`src/rtl/snoop_inval_cache.sv`:
```
module snoop_inval_cache #(
  parameter int N  = 3,
  parameter int AW = 4,
  parameter int IW = 2,
  parameter int DW = 8,
  parameter logic [DW-1:0] MEM_BASE = 'hC0
) (
  input  logic          clk,
  input  logic          rst_n,
  input  logic [N-1:0]    req_valid,
  input  logic [N-1:0]    req_write,
  input  logic [N*AW-1:0] req_addr,
  input  logic [N*DW-1:0] req_wdata,
  output logic [N-1:0]    ack,
  output logic [N*DW-1:0] rdata,
  output logic          bus_valid,
  output logic          bus_write,
  output logic [AW-1:0] bus_addr,
  output logic          bus_intervene
);
  localparam int SETS = 1 << IW;
  localparam int TW   = AW - IW;
  localparam int MEMN = 1 << AW;
  localparam int CW   = (N > 1) ? $clog2(N) : 1;
  localparam logic [1:0] ST_I = 2'd0, ST_S = 2'd1, ST_E = 2'd2;

  logic [1:0]    st  [N][SETS];
  logic [TW-1:0] tg  [N][SETS];
  logic [DW-1:0] dt  [N][SETS];
  logic [DW-1:0] mem [MEMN];

  logic [IW-1:0] cset [N];
  logic [TW-1:0] ctag [N];
  logic [N-1:0]  lok, need, own, snp, conf;
  logic [CW-1:0] g;
  logic [IW-1:0] bset;
  logic [TW-1:0] btag;
  logic [DW-1:0] bwd, odata, fill;
  logic          gsame, evict;

  always_comb begin
    for (int c = 0; c < N; c++) begin
      cset[c] = req_addr[c*AW +: IW];
      ctag[c] = req_addr[c*AW+IW +: TW];
      lok[c]  = req_valid[c] && st[c][cset[c]] != ST_I && tg[c][cset[c]] == ctag[c]
                && (!req_write[c] || st[c][cset[c]] == ST_E);
      need[c] = req_valid[c] && !lok[c];
    end
  end

  always_comb begin
    g = '0;
    bus_valid = 1'b0;
    for (int c = 0; c < N; c++)
      if (need[c] && !bus_valid) begin
        g = CW'(c);
        bus_valid = 1'b1;
      end
  end

  assign bus_addr  = req_addr[int'(g)*AW +: AW];
  assign bus_write = bus_valid && req_write[g];
  assign bwd       = req_wdata[int'(g)*DW +: DW];
  assign bset      = bus_addr[IW-1:0];
  assign btag      = bus_addr[AW-1:IW];
  assign gsame     = st[g][bset] != ST_I && tg[g][bset] == btag;
  assign evict     = bus_valid && st[g][bset] == ST_E && !gsame;

  always_comb begin
    odata = '0;
    for (int c = 0; c < N; c++) begin
      snp[c]  = bus_valid && CW'(c) != g && st[c][bset] != ST_I && tg[c][bset] == btag;
      own[c]  = snp[c] && st[c][bset] == ST_E;
      conf[c] = bus_valid && CW'(c) != g && lok[c] && req_addr[c*AW +: AW] == bus_addr;
      if (own[c]) odata = dt[c][bset];
    end
  end

  assign bus_intervene = |own;
  assign fill = gsame ? dt[g][bset] : (bus_intervene ? odata : mem[bus_addr]);

  always_comb begin
    for (int c = 0; c < N; c++) begin
      ack[c] = (lok[c] && !conf[c]) || (bus_valid && g == CW'(c));
      rdata[c*DW +: DW] = lok[c] ? dt[c][cset[c]] : fill;
    end
  end

  always_ff @(posedge clk) begin
    if (!rst_n) begin
      for (int c = 0; c < N; c++)
        for (int s = 0; s < SETS; s++) begin
          st[c][s] <= ST_I;
          tg[c][s] <= '0;
          dt[c][s] <= '0;
        end
      for (int i = 0; i < MEMN; i++) mem[i] <= MEM_BASE | DW'(i);
    end else begin
      for (int c = 0; c < N; c++) begin
        if (lok[c] && !conf[c] && req_write[c]) dt[c][cset[c]] <= req_wdata[c*DW +: DW];
        if (snp[c]) begin
          if (bus_write) st[c][bset] <= ST_I;
          else if (own[c]) st[c][bset] <= ST_S;
        end
      end
      if (bus_valid) begin
        if (evict) mem[{tg[g][bset], bset}] <= dt[g][bset];
        if (bus_intervene && !bus_write) mem[bus_addr] <= odata;
        st[g][bset] <= bus_write ? ST_E : ST_S;
        tg[g][bset] <= btag;
        dt[g][bset] <= bus_write ? bwd : fill;
      end
    end
  end

  logic          p_bv, p_bwe, p_ev;
  logic [CW-1:0] p_g;
  logic [AW-1:0] p_addr, p_vaddr;
  logic [DW-1:0] p_vdata;
  always_ff @(posedge clk) begin
    if (!rst_n) begin
      p_bv <= 1'b0; p_bwe <= 1'b0; p_ev <= 1'b0;
      p_g <= '0; p_addr <= '0; p_vaddr <= '0; p_vdata <= '0;
    end else begin
      p_bv <= bus_valid; p_bwe <= bus_write; p_ev <= evict;
      p_g <= g; p_addr <= bus_addr;
      p_vaddr <= {tg[g][bset], bset}; p_vdata <= dt[g][bset];
    end
  end

  p_writer_excl_r3: assert property (@(posedge clk) disable iff (!rst_n)
    (p_bv && p_bwe) |-> (st[p_g][p_addr[IW-1:0]] == ST_E && tg[p_g][p_addr[IW-1:0]] == p_addr[AW-1:IW]));
  p_reader_shared_r5: assert property (@(posedge clk) disable iff (!rst_n)
    (p_bv && !p_bwe) |-> st[p_g][p_addr[IW-1:0]] == ST_S);
  p_victim_saved_r8: assert property (@(posedge clk) disable iff (!rst_n)
    p_ev |-> mem[p_vaddr] == p_vdata);

  for (genvar c = 0; c < N; c++) begin : g_chk
    p_copy_dropped_r3: assert property (@(posedge clk) disable iff (!rst_n)
      (p_bv && p_bwe && p_g != CW'(c)) |->
      !(st[c][p_addr[IW-1:0]] != ST_I && tg[c][p_addr[IW-1:0]] == p_addr[AW-1:IW]));
    for (genvar j = c + 1; j < N; j++) begin : g_pair
      for (genvar s = 0; s < SETS; s++) begin : g_set
        p_one_owner_r7: assert property (@(posedge clk) disable iff (!rst_n)
          !(st[c][s] == ST_E && st[j][s] == ST_E && tg[c][s] == tg[j][s]));
      end
    end
  end
endmodule

```
`config.mk`:
```
export PLATFORM = sky130hd
export DESIGN_NAME = snoop_inval_cache
export DESIGN_NICKNAME = d
export VERILOG_FILES = /design/src/rtl/snoop_inval_cache.sv
export SDC_FILE = /design/constraint.sdc
export NUM_CORES = 1
export LEC_CHECK = 0
export BUFFER_PORTS_ARGS = -buffer_cell sky130_fd_sc_hd__buf_2
export CORE_UTILIZATION = 31
export DETAILED_ROUTE_END_ITERATION = 12
export MAX_ROUTING_LAYER = met4
export PLACE_DENSITY = 0.47
export SYNTH_ARGS = -nofsm -noshare
export SYNTH_HDL_FRONTEND = slang
export SYNTH_SLANG_ARGS = --single-unit
```
`constraint.sdc`:
```
create_clock -name clk -period 13.6 [get_ports clk]
set_clock_uncertainty 0.05 [all_clocks]
set_input_delay 2.72 -clock clk [delete_from_list [all_inputs] [get_ports clk]]
set_output_delay 2.72 -clock clk [all_outputs]
set_load 0.02 [all_outputs]
```
==> flow_metrics.tcl <==
set metrics [dict create \
    worstMarginPinSlew_ns 1.38 \
    synth_top_area_share_pct 46.4 \
    postCtsSetupRepairBufs 0 \
    cpPeakStageDelay_ns 0.77 \
    crit_fanout 42 \
    nFillCells 5632 \
    routed_via_density 6.10 \
    switching_share_pct 39.1 \
    syn_area_um2 17600 \
    syn_to_final_growth_pct 11.3 \
    dieArea_um2 57700 \
    io_buffers 77 \
    clock-sinks 272 \
    min_period_over_period_pct 88.6 \
    setup_ws_ns 1.55 \
    seq_area_um2 8170 \
    final_cell_count_no_fill 2556 \
    crit_path_cell_trace "buf_2 -> mux4_2 -> xnor2_1 -> a31o_2 -> o21ai_4 -> a2bb2oi_4 -> buf_4 -> inv_2 -> buf_4 -> a2111oi_1 -> a21oi_1 -> nand3_1 -> a2bb2oi_2 -> a21boi_1 -> nor2_1 -> a21oi_1 -> buf_2" \
    power.share.clock_pct 31.1 \
    placed_cells 2496 \
    critPathBufInv 5 \
    yosysSeqAreaShare_pct 46.4 \
    initial_utilization_pct 31.6 \
    fin_crit_ns 12.05 \
    overflow 0 \
    htreeDepth 2 \
    syn_inst 1784 \
    globalplace.congestion 0.938 \
    synth_edf_count 272 \
    grt_pass1_wl_um 104000 \
    die_x_um 240 \
    combPwrFrac_pct 34.2 \
    path_depth 17 \
    cts_hold_buf 0 \
    grt_max_degree 86 \
    worstPathRequired_ns 10.83 \
    dr.first_iter.drc_count 1935 \
    root_buffer "clkbuf_16" \
    r2r_cells 16 \
    yosysWarningCount 0 \
    vdd_drop_max_mv 0.0912 \
    end_kind "primary output" \
    ys_seq_elements 272 \
    synthFlopType "edfxtp_1" \
    maxCapViolations 0 \
    dp_slack_ns 1.68 \
    crit_arrival_ns 9.28 \
    syn_nets 1828 \
    syn_area_per_cell_um2 9.87 \
    via_count 15600 \
    seqPwrFrac_pct 34.8 \
    p_leak_nw 6.76 \
    fp.dieH_um 240 \
    layout-drive-gt1-share_pct 16.1 \
    setup_tns_ns 0 \
    max_freq_mhz 83.0 \
    power.internal_w 0.00174 \
    clock_latency_ns 0.55 \
    hold_path_depth 4 \
    synth.most_common_cell "nand2_1" \
    dp_hpwl_um 50200 \
    ios 78 \
    start_kind "input port" \
    rsz0062_at_grt "no" \
    hold_viol_final 0 \
    drt_first_pass_iters 6 \
    drc_errors 0 \
    status "complete, no violations" \
    powerDensity_nw_per_um2 146 \
    clk_pin_slew_ns 0.06 \
    fin_util_pct 35.2 \
    cts_made_buffers 35 \
    clk_path_buf_depth 3 \
    ctsResizeCount 0 \
    synth.distinct_cells 87 \
    slew_violations 0 \
    rows 86 \
    multi_input_area_um2 8600 \
    slew_headroom_pct 7.68 \
    core_area_um2 55600 \
    crit_type "input port to primary output" \
    p_sw_w 0.00112 \
    nets 1829 \
    detail-route-antenna-nets 0 \
    postPlaceCellArea_um2 18600 \
    yosys-top-cells-count "335 x nand2_1, 272 x edfxtp_1, 122 x o22ai_1" \
    yosys.area.top_type "edfxtp_1" \
    finish.instance_area_um2 19600 \
    grt_use_total_pct 25.8 \
    wl_per_cell_um 28.3 \
    grt_pass1_vias 15000 \
    cp_top_family "compound AO/OA/AOI/OAI gates" \
    wirelength_um 72400 \
    cts_tree "built" \
    yosys-top-cells-area "edfxtp_1 46%, nand2_1 7.1%, mux4_2 4.6%" \
    cp_slowest_cell "a31o_2" \
    setup_viol_count_final 0 \
    antenna_found_initial 0 \
    synthArstFlopShare_pct 0 \
    worstHoldPathType "flip-flop to flip-flop" \
]
-- flip-flops by register name, indices dropped and copies added (netlist names) --
signal	cells
dt	96
mem	128
st	24
tg	24
-- final cells by class --
| cell class | count | area share [%] |
|---|---|---|
| diodes | 1 | 0.0128 |
| clock buffers | 45 | 4.66 |
| clock inverters | 14 | 0.619 |
| inverters | 43 | 0.836 |
| multi-input cells | 1315 | 43.9 |
| flip-flops and latches | 272 | 41.7 |
| well taps | 748 | 4.78 |
| repair buffers | 118 | 3.54 |
-- path summary, 6_finish.rpt --
path,from,end,slack [ns]
max,req_addr[0],rdata[17],1.55
min,st[0][2],st[0][4],1.18
max reg2reg,tg[0][3],dt[1][15],6.49
min reg2reg,st[0][2],st[0][4],1.18
-- metal layers --
metal | track usage, % | share of wire, %
met4 | 12.4 | 4.7
met3 | 3.81 | 9.0
met1 | 33.8 | 41
met2 | 39.0 | 46
met5 | - | 0
-- power by group through the flow --
stage / Combinational, W / Sequential (W) / Clock [W]
finish: 0.000978 / 0.000996 / 0.000889
CTS: 0.000957 / 0.000995 / 0.000900
floorplan: 0.000593 / 0.00100 / 0
detailed placement: 0.000954 / 0.00101 / 0
global route: 0.00102 / 0.000999 / 0.000926
global placement: 0.000959 / 0.00101 / 0
-- layout by cell type (no fill, tap or decap), types with 6 or more instances in the layout --
| cell type | count |
|---|---|
| nand2_1 | 335 |
| clkbuf_1 | 10 |
| o21bai_1 | 12 |
| o22ai_1 | 122 |
| o31ai_2 | 8 |
| nor3_1 | 38 |
| nor2_1 | 85 |
| nor3_2 | 7 |
| and3_1 | 21 |
| clkinv_1 | 6 |
| a211oi_1 | 7 |
| a21oi_1 | 62 |
| o21ai_1 | 33 |
| nand4_1 | 11 |
| and2_1 | 13 |
| buf_4 | 41 |
| a21boi_1 | 7 |
| or2_2 | 12 |
| mux2i_2 | 9 |
| clkbuf_16 | 35 |
| edfxtp_1 | 272 |
| mux2_2 | 12 |
| mux4_2 | 36 |
| o211ai_1 | 14 |
| a31oi_2 | 10 |
| or3_1 | 23 |
| a22oi_1 | 82 |
| a221oi_1 | 6 |
| xnor2_1 | 9 |
| nand3_1 | 78 |
| o31ai_1 | 7 |
| nor4_1 | 6 |
| inv_1 | 39 |
| mux2i_1 | 69 |
| a22o_1 | 9 |
| buf_2 | 77 |
| a31oi_1 | 18 |
| o32ai_1 | 7 |
| o21ai_0 | 62 |
-- worst register-to-register path, stage by stage (launching register included) --
cell	delay, ns
edfxtp_1	0.45
mux4_2	0.50
xnor2_1	0.31
a31o_2	0.77
o21ai_4	0.35
a2bb2oi_4	0.22
buf_4	0.47
inv_2	0.15
buf_4	0.36
a2111oi_1	0.47
a211o_1	0.21
a31oi_1	0.09
o211ai_1	0.22
buf_4	0.39
nand2_1	0.43
o31ai_2	1.18
o22ai_1	0.20
-- metrics by stage --
step                      hold slack (ns)  power (W)
after detailed placement             1.14    0.00197
final                                1.18    0.00286
after global routing                 1.26    0.00295
after floorplan                     0.918    0.00159
after global placement               1.14    0.00197
after CTS                            1.16    0.00285
-- logic make-up (layout without fill, tap and decap cells) --
| group | after synthesis | in the layout | share of synthesized area (%) |
|---|---|---|---|
| AOI/OAI and AO/OA | 526 | 526 | 21.3 |
| xor gates and xnor gates | 17 | 17 | 0.974 |
| buffers and inverters | 197 | 220 | 5.06 |
| DFF | 272 | 272 | 46.4 |
| muxes | 127 | 127 | 9.92 |
| other | 0 | 1 | 0 |
| and+or+nand+nor | 645 | 645 | 16.4 |
(Power assumes the default switching activity.)
